--- config.mk ---
export PLATFORM = sky130hd
export DESIGN_NAME = farm_hwy_signal_ctrl
export DESIGN_NICKNAME = d
export VERILOG_FILES = /design/src/rtl/tl_pkg.sv /design/src/rtl/tl_interval_timer.sv /design/src/rtl/tl_sequencer.sv /design/src/rtl/tl_lamp_decode.sv /design/src/rtl/farm_hwy_signal_ctrl.sv
export SDC_FILE = /design/constraint.sdc
export NUM_CORES = 1
export LEC_CHECK = 0
export BUFFER_PORTS_ARGS = -buffer_cell sky130_fd_sc_hd__buf_2
export CAP_MARGIN = 10
export CORE_AREA = 2 2 39 41
export DETAILED_ROUTE_END_ITERATION = 8
export DIE_AREA = 0 0 41 43
export SKIP_LAST_GASP = 1
export SYNTH_ARGS = -nofsm -noshare
export SYNTH_HDL_FRONTEND = slang
export SYNTH_HIERARCHICAL = 1
export SYNTH_SLANG_ARGS = --single-unit
--- constraint.sdc ---
create_clock -name clk -period 2.3 [get_ports clk]
set_clock_uncertainty 0.15 [all_clocks]
set_input_delay 0.115 -clock clk [delete_from_list [all_inputs] [get_ports clk]]
set_output_delay 0.115 -clock clk [all_outputs]
set_load 0.05 [all_outputs]
--- src/rtl/tl_pkg.sv ---
package tl_pkg;

  typedef enum logic [1:0] {
    PH_HWY_GO   = 2'd0,
    PH_HWY_WARN = 2'd1,
    PH_FARM_GO  = 2'd2,
    PH_FARM_WARN = 2'd3
  } tl_phase_e;

  localparam int LAMP_W = 3;
  localparam logic [LAMP_W-1:0] LAMP_RED = 3'b001;
  localparam logic [LAMP_W-1:0] LAMP_YEL = 3'b010;
  localparam logic [LAMP_W-1:0] LAMP_GRN = 3'b100;

endpackage

--- src/rtl/tl_interval_timer.sv ---
module tl_interval_timer #(
  parameter int SHORT_CYCLES = 4,
  parameter int LONG_CYCLES  = 12,
  localparam int CW = $clog2(LONG_CYCLES + 1)
) (
  input  logic clk,
  input  logic rst_n,
  input  logic restart,
  output logic short_done,
  output logic long_done
);

  logic [CW-1:0] cnt_q;
  logic [CW-1:0] cnt_d;
  logic          cnt_en;
  logic          at_top;

  assign at_top = (cnt_q == CW'(LONG_CYCLES));

  // Restart always loads; otherwise advance until the ceiling.
  always_comb begin
    cnt_en = restart || !at_top;
    cnt_d  = restart ? '0 : (cnt_q + CW'(1));
  end

  always_ff @(posedge clk or negedge rst_n) begin
    if (!rst_n) begin
      cnt_q <= '0;
    end else if (cnt_en) begin
      cnt_q <= cnt_d;
    end
  end

  assign short_done = (cnt_q >= CW'(SHORT_CYCLES));
  assign long_done  = at_top;

  assert_restart_clears_R8: assert property (@(posedge clk) disable iff (!rst_n)
    restart |=> (cnt_q == '0));

  assert_saturate_R9: assert property (@(posedge clk) disable iff (!rst_n)
    (long_done && !restart) |=> long_done);

  assert_short_before_long_R9: assert property (@(posedge clk) disable iff (!rst_n)
    long_done |-> short_done);

endmodule

--- src/rtl/tl_sequencer.sv ---
module tl_sequencer
  import tl_pkg::*;
(
  input  logic      clk,
  input  logic      rst_n,
  input  logic      car_seen,
  input  logic      short_done,
  input  logic      long_done,
  output tl_phase_e phase,
  output logic      restart
);

  tl_phase_e phase_q;
  tl_phase_e phase_d;

  always_comb begin
    phase_d = phase_q;
    unique case (phase_q)
      PH_HWY_GO:    if (car_seen && long_done)   phase_d = PH_HWY_WARN;
      PH_HWY_WARN:  if (short_done)              phase_d = PH_FARM_GO;
      PH_FARM_GO:   if (!car_seen || long_done)  phase_d = PH_FARM_WARN;
      PH_FARM_WARN: if (short_done)              phase_d = PH_HWY_GO;
      default:                                   phase_d = PH_HWY_GO;
    endcase
  end

  assign restart = (phase_d != phase_q);

  always_ff @(posedge clk or negedge rst_n) begin
    if (!rst_n) begin
      phase_q <= PH_HWY_GO;
    end else begin
      phase_q <= phase_d;
    end
  end

  assign phase = phase_q;

  assert_hwy_hold_R4: assert property (@(posedge clk) disable iff (!rst_n)
    (phase_q == PH_HWY_GO && !(car_seen && long_done)) |=> (phase_q == PH_HWY_GO));

  assert_hwy_warn_exit_R5: assert property (@(posedge clk) disable iff (!rst_n)
    (phase_q == PH_HWY_WARN && short_done) |=> (phase_q == PH_FARM_GO));

  assert_farm_go_exit_R6: assert property (@(posedge clk) disable iff (!rst_n)
    (phase_q == PH_FARM_GO && (!car_seen || long_done)) |=> (phase_q == PH_FARM_WARN));

  assert_farm_warn_exit_R7: assert property (@(posedge clk) disable iff (!rst_n)
    (phase_q == PH_FARM_WARN && short_done) |=> (phase_q == PH_HWY_GO));

endmodule

--- src/rtl/tl_lamp_decode.sv ---
module tl_lamp_decode
  import tl_pkg::*;
(
  input  tl_phase_e         phase,
  output logic [LAMP_W-1:0] hwy_lamp,
  output logic [LAMP_W-1:0] farm_lamp
);

  always_comb begin
    hwy_lamp  = LAMP_GRN;
    farm_lamp = LAMP_RED;
    unique case (phase)
      PH_HWY_GO:    begin hwy_lamp = LAMP_GRN; farm_lamp = LAMP_RED; end
      PH_HWY_WARN:  begin hwy_lamp = LAMP_YEL; farm_lamp = LAMP_RED; end
      PH_FARM_GO:   begin hwy_lamp = LAMP_RED; farm_lamp = LAMP_GRN; end
      PH_FARM_WARN: begin hwy_lamp = LAMP_RED; farm_lamp = LAMP_YEL; end
      default:      begin hwy_lamp = LAMP_GRN; farm_lamp = LAMP_RED; end
    endcase
  end

endmodule

--- src/rtl/farm_hwy_signal_ctrl.sv ---
module farm_hwy_signal_ctrl
  import tl_pkg::*;
#(
  parameter int SHORT_CYCLES = 4,
  parameter int LONG_CYCLES  = 12
) (
  input  logic       clk,
  input  logic       rst_n,
  input  logic       farm_car,
  output logic [2:0] hwy_lamp,
  output logic [2:0] farm_lamp
);

  if (SHORT_CYCLES < 1 || SHORT_CYCLES >= LONG_CYCLES) begin : g_bad_intervals
    $error("SHORT_CYCLES must be at least 1 and below LONG_CYCLES");
  end

  tl_phase_e phase;
  logic      restart;
  logic      short_done;
  logic      long_done;

  tl_sequencer u_seq (
    .clk        (clk),
    .rst_n      (rst_n),
    .car_seen   (farm_car),
    .short_done (short_done),
    .long_done  (long_done),
    .phase      (phase),
    .restart    (restart)
  );

  tl_interval_timer #(
    .SHORT_CYCLES (SHORT_CYCLES),
    .LONG_CYCLES  (LONG_CYCLES)
  ) u_tmr (
    .clk        (clk),
    .rst_n      (rst_n),
    .restart    (restart),
    .short_done (short_done),
    .long_done  (long_done)
  );

  tl_lamp_decode u_dec (
    .phase     (phase),
    .hwy_lamp  (hwy_lamp),
    .farm_lamp (farm_lamp)
  );

  assert_lamp_onehot_R2: assert property (@(posedge clk) disable iff (!rst_n)
    $onehot(hwy_lamp) && $onehot(farm_lamp));

  assert_one_red_R3: assert property (@(posedge clk) disable iff (!rst_n)
    hwy_lamp[0] || farm_lamp[0]);

  assert_restart_on_change_R8: assert property (@(posedge clk) disable iff (!rst_n)
    (!restart) |=> $stable(hwy_lamp) && $stable(farm_lamp));

endmodule

=== Word-level counts from Yosys, hierarchy flattened ===
Index checks and enable logic that the tools add are counted.

* Register bits: 6
* Input bits: 3
* Word-level logic and storage cells: 25

* Add/sub/neg operators: 1
* Order comparisons: 1
* Eq/ne operators: 5
* Mux-type cells: 8
* Reductions and logical operators: 8

{| class="wikitable"
|+ Operators by type and width
! kind !! number
|-
| 3-bit case mux with 3 select lines || 2
|-
| 2-bit two-way mux || 4
|-
| 2-bit case mux with 4 select lines || 1
|-
| 4-bit by 1-bit adder with 4-bit output (second input constant) || 1
|-
| 2-bit == test (second input constant) || 2
|-
| 4-bit == test (second input constant) || 1
|-
| 4-bit by 3-bit greater-or-equal comparator with 1-bit output (second input constant) || 1
|-
| 4-bit two-way mux || 1
|-
| 2-bit OR reduction || 2
|-
| 2-bit by 1-bit == test with 1-bit output (second input constant) || 1
|-
| 1-bit zero test || 2
|-
| 2-bit zero test || 1
|-
| 1-bit logical OR || 2
|-
| 2-bit != test || 1
|-
| 1-bit logical AND || 1
|}

=== Logic depth before layout (Yosys ltp) ===
Gate-level depths: netlist of the first run.

* Depth in word-level cells: 6
* Depth in mapped cells: 7

=== By module ===
Netlist of the first run, hierarchy kept.

{| class="wikitable"
|+ By module, submodules not included
! module !! instances !! cells each !! area an instance (µm²)
|-
| tl_interval_timer || 1 || 23 || 241.5
|-
| tl_sequencer || 1 || 8 || 98.8
|-
| tl_lamp_decode || 1 || 6 || 31.3
|}

=== Worst setup path before layout of the first run ===
OpenSTA, ideal clock, no wires.

* Path type: reg-to-reg
* From: register u_tmr.cnt_q[0]
* To: register u_tmr.cnt_q[2]
* Library setup time: 0.133 ns
* Arrival: 1.390 ns
* Required time: 2.017 ns
* Setup slack: 0.627 ns
* Cell stages (with the launch flop): 8
* Period minus slack after synthesis: 1.673 ns
* Path through: dfrtp_1 inv_1 ha_1 and3_4 mux2i_1 mux2i_1 o21bai_1 a31oi_1

* Word-level cells in the longest chain between the ends: 6

{| class="wikitable"
|+ Ends and longest elaborated chain
! what !! RTL line !! text
|-
| start, declared || tl_interval_timer.sv:13 || <nowiki>logic [CW-1:0] cnt_q;</nowiki>
|-
| start signal, assigned || tl_interval_timer.sv:30 || <nowiki>cnt_q <= cnt_d;</nowiki>
|-
| 4-bit == test (*) || tl_interval_timer.sv:18 || <nowiki>assign at_top = (cnt_q == CW'(LONG_CYCLES));</nowiki>
|-
| net long_done || farm_hwy_signal_ctrl.sv:21 || <nowiki>logic long_done;</nowiki>
|-
| 1-bit logical OR / 1-bit logical AND (equally long branches) || tl_sequencer.sv:21, tl_sequencer.sv:19 ||
|-
| 2-bit two-way mux (on tied branches) || tl_sequencer.sv:21, tl_sequencer.sv:19 ||
|-
| 2-bit case mux with 4 select lines (*) || tl_sequencer.sv:18 || <nowiki>unique case (phase_q)</nowiki>
|-
| 2-bit != test (*) || tl_sequencer.sv:27 || <nowiki>assign restart = (phase_d != phase_q);</nowiki>
|-
| net restart || farm_hwy_signal_ctrl.sv:19 || <nowiki>logic restart;</nowiki>
|-
| 4-bit two-way mux / 1-bit logical OR (equally long branches) || tl_interval_timer.sv:23, tl_interval_timer.sv:22 ||
|}

Mark *: on every way through the listed nets, which the timed path passes. The rest lies on a longest branch.
A chain may end at the register's enable or synchronous reset.

=== Worst setup path in the final report of the first run ===
Same ends and word-level chain as after synthesis.

==> results of run 1 <==
==> worst max-delay path by stage <==
stage,end,slack [ps],startpoint
2_1_floorplan,u_tmr/cnt_q[2],630,u_tmr/cnt_q[0]
3_3_place_gp,u_tmr/cnt_q[2],410,u_tmr/cnt_q[0]
3_5_place_dp,u_tmr/cnt_q[2],400,u_tmr/cnt_q[0]
4_1_cts,u_tmr/cnt_q[2],380,u_tmr/cnt_q[0]
5_1_grt,u_tmr/cnt_q[2],280,u_tmr/cnt_q[0]
6_report,u_tmr/cnt_q[2],410,u_tmr/cnt_q[0]
==> metrics by stage <==
stage / utilization, % / setup WS, ps / cells / hold slack, ps
floorplan: - / 627 / 37 / -331
global placement: 30.9 / 413 / 60 / -208
detailed placement: 30.9 / 400 / 60 / -207
CTS: 33.3 / 382 / 64 / 65.2
global route: 33.3 / 278 / 64 / 110
finish: 33.3 / 410 / 64 / 74.7
==> critical path, cell delays in order (launching register included) <==
cell	delay, ps
dfrtp_1	430
inv_1	80
ha_1	240
and3_4	220
mux2i_1	80
mux2i_1	330
o21bai_1	170
a31oi_1	50
==> cells by family after synthesis <==
family | Yosys count
adders and majority gates | 2
xor gates and xnor gates | 1
DFF | 6
muxes | 4
AOI/OAI and AO/OA | 6
and+or+nand+nor | 13
buffers and inverters | 5
==> Yosys cell counts (all sizes together) <==
master / instances / share of area, %
and2: 1 / 1.7
xnor2: 1 / 2.4
nand2b: 2 / 3.4
o21bai: 1 / 2.0
and2b: 1 / 2.0
a31o: 1 / 2.4
nor2: 1 / 1.0
nor2b: 2 / 3.4
clkbuf: 1 / 1.0
dfrtp: 6 / 40
nand4: 1 / 1.7
or2: 1 / 1.7
and3: 2 / 4.7
a211oi: 1 / 3.4
nand2: 2 / 2.7
a21oi: 1 / 1.3
mux2i: 4 / 11
inv: 4 / 4.0
ha: 2 / 6.7
a31oi: 2 / 3.4
==> registers in the layout (all words and copies together) (netlist names) <==
register,flops
u_seq/phase,2
u_tmr/cnt_q,4
==> cell type report <==
class / count / area share (%)
Multi-Input combinational cell: 26 / 44.0
Sequential cell: 6 / 32.6
Timing Repair Buffer: 9 / 10.9
Clock buffer: 3 / 4.89
Tap cell: 16 / 4.35
Inverter: 4 / 3.26
==> layer usage <==
layer	GRT usage [%]	share of wire (%)
met5	0	0
met4	8.00	1.8
met3	3.14	5.8
met2	15.0	49
met1	11.7	43
==> results.ini, run 1 <==
[global_route]
overflow = 0
grt_pass1_vias = 286
grt_usage_pct = 10.3
grt_max_degree = 9
grt_pass1_wl_mm = 1.17
antenna_found_initial = 0

[floorplanning]
die_x_um = 41
die_area_mm2 = 0.00176
die_h_um = 43
start_util_pct = 26.9
coreArea_mm2 = 0.00138
io_pins = 9
core.rowCount = 14

[sta]
setup_viol = 0
slew_violations = 0
slew_headroom_pct = 74.2
rsz0062_at_grt = no
fmax_mhz = 529
fin_crit_sh_pct = 82.2
final_hold_viol_count = 0
setup-tns-final_ps = 0
period_needed_ps = 1890
worstMarginPinSlew_ps = 376

[cts]
root_buffer = clkbuf_4
cts_buffers = 3
h-tree-depth = 1
ctsHoldBuffers = 1
post_cts_buffers = 0
clockBufferDepth = 2
cts_resized = 0
clk_latency_ps = 240
cts.clk_slew.worst_paths_ps = 50
clkSinkCount = 6
tritoncts = yes

[placement]
io_buffers = 8
place_area_um2 = 428
gp_congestion = 0.803
hpwl_um = 521

[worst_setup_path]
reg2reg_from = u_tmr/cnt_q[0]
r2r_slack_ps = 410
r2r-end = u_tmr/cnt_q[2]
r2r_cells = 7
worstPathArrival_ps = 1850
start_kind = flop
required_ps = 2250
path_class = reg2reg
critPathMaxFanout = 6
end_kind = flop

[synthesis]
yosys.area_share.simple_pct = 22.2
synthCells = 37
yosysUniqueCellTypes = 22
yosys.area_share.adder_pct = 6.73
synth_top_family_by_area = simple AND/OR/NAND/NOR gates
synth-xor-area-share_pct = 2.36
seq_area_frac_synth_pct = 40.4
synth_seq_cells = 6
synth_warnings = 6
synthesis.nets = 42
synth-compound-area-share_pct = 12.5
synth_mux_area_share_pct = 10.8
netlist_area_um2 = 372
syn_avg_cell_area_um2 = 10.0

[final_layout]
fillerInstances = 152
drive_above_1_share_pct = 29.2
nets = 55
final_common_cell = buf_2
syn_to_final_growth_pct = 23.9
antenna_cells = 0
final_cell_mix = buf_2, dfrtp_1, inv_1, mux2i_1, clkbuf_4
seqCellArea_um2 = 150
multiInputGateArea_um2 = 203
final_area_um2 = 460

[detailed_routing]
vias = 310
routed_wl_um = 703
drtIter0Drc = 7
viasPerCell = 4.84
drtAntennaViolNets = 0
wl_per_cell_um = 11.0
drt-pass1-iter-count = 4
drc = 0

[run_status]
status = completed

[flow_run]
max-cap-violations = 0

[min_path]
worstHoldPathType = in2async

Power of run 1 is not shown: default switching activity piles up to over one toggle a cycle in this logic, so the estimate is an artifact.
==> run 2: changes to the inputs <==
Clock period 2.3 ns to 1.6 ns, I/O delays scaled along.
==> run 2 against run 1 <==
- worst hold slack lost 33 ps
- clock-buffer cell count is the same
- worst setup slack worse by 380 ps
- final cell count rose by 16%
- die area is the same
- critical path depth unchanged
- final area grew 24%
- non-clock buffer count is 10 higher
- global-route usage rose by 2.1 points
- routed wire length increased by 14%
- flip-flop and latch count is the same
- first-iteration DRC count fell by 71%
- highest routed layer is now met3
==> results.ini, run 2 (synthesis results as in run 1) <==
[run_status]
status = completed

[placement]
io_buffers = 8
placedCellCount = 67
gp_congestion = 0.758
hpwl_um = 611
dp_slack_ps = -62.1

[detailed_routing]
drtIter0Drc = 2
routed_wl_um = 804
drc = 0
vias = 342
wl_per_cell_um = 10.9
viasPerCell = 4.62
drt-pass1-iter-count = 2
drtAntennaViolNets = 0

[cts]
clockBufferDepth = 2
cts.clk_slew.worst_paths_ps = 50
cts_buffers = 3
clk_latency_ps = 240
tritoncts = yes
clkSinkCount = 6
h-tree-depth = 1
root_buffer = clkbuf_4

[floorplanning]
start_util_pct = 26.9
die_area_mm2 = 0.00176
io_pins = 9
die_h_um = 43
coreArea_mm2 = 0.00138
core.rowCount = 14
die_x_um = 41

[final_layout]
final_common_cell = buf_4
fillerInstances = 145
final_cell_mix = buf_4, buf_2, dfrtp_1
regMostFlops = u_tmr/cnt_q
nets = 65
drive_above_1_share_pct = 50.0
antenna_cells = 0
multiInputGateArea_um2 = 240
largest_reg_flops = 4
syn_to_final_growth_pct = 54.2
fin_cells = 74
seqCellArea_um2 = 150
fin_util_pct = 41.4

[global_route]
grt_pass1_wl_mm = 1.41
grt_usage_pct = 12.4
overflow = 0
antenna_found_initial = 0
grt_max_degree = 8
grt_pass1_vias = 321

[sta]
worstMarginPinSlew_ps = 301
slew_headroom_pct = 79.9
setup_slack_ps = 28.2
fmax_mhz = 636
fin_crit_sh_pct = 98.2
setup_viol = 0
slew_violations = 0
final_hold_viol_count = 0
rsz0062_at_grt = yes
period_needed_ps = 1570

[min_path]
worstHoldPathType = in2async

[worst_setup_path]
critPathMaxFanout = 5
path_class = reg2reg
required_ps = 1610
startpoint = u_tmr/cnt_q[0]
reg2reg_from = u_tmr/cnt_q[0]
end_kind = flop
start_kind = flop
worstPathArrival_ps = 1580

[flow_run]
max-cap-violations = 0

[run 2: cell types whose count changed in the layout (fill, tap and decap cells not counted), sizes merged]
cell  delta
buf     +10
[run 2: worst paths after layout]
path | end | slack (ps) | cells after the start
worst max-delay path | u_tmr/cnt_q[2] | 30 | 7
worst min-delay path | u_seq/phase[1] | 40 | 2
worst max register to register | u_tmr/cnt_q[2] | 30 | 7
worst min register to register | u_tmr/cnt_q[2] | 480 | 2
max in group asynchronous | u_tmr/cnt_q[1] | 1110 | 2
min in group clk | u_seq/phase[0] | 180 | 4
[run 2: stage by stage]
step                cell area (um^2)  hold slack (ps)  TNS [ps]
floorplan                        384             -366     -6.55
global placement                 493             -236     -77.4
detailed placement               493             -237      -109
CTS                              551             43.8         0
global route                     573             57.7     -56.0
finish                           573             41.3         0
[run 2: area by class of cell]
| class | instances | area share [%] |
|---|---|---|
| flip-flops and latches | 6 | 26.2 |
| well taps | 16 | 3.49 |
| repair buffers | 19 | 21.8 |
| multi-input cells | 26 | 41.9 |
| clock buffers | 3 | 3.93 |
| inverters | 4 | 2.62 |
[run 2: repair_timing]
action,4_1_cts,5_1_grt
endpoints found under the hold margin,6,0
endpoints found under the setup margin,2,2
hold buffers,1,0
pin swaps,0,1
gates resized for setup,4,0
setup buffers,0,3
[run 2: worst max-delay path, cell delays in order (launching register included)]
cell      delay (ps)
dfrtp_1          350
inv_2             50
ha_4             150
and3_4           180
mux2i_4          180
mux2i_4          110
o21bai_1         170
a31oi_1          140
[run 2: metal layers]
metal	part of all wire (%)	global-route usage, %
met1	43	14.7
met2	55	17.8
met3	2.2	3.14
met4	0	10.0
met5	0	0
Power of run 2 is left out for the same reason.
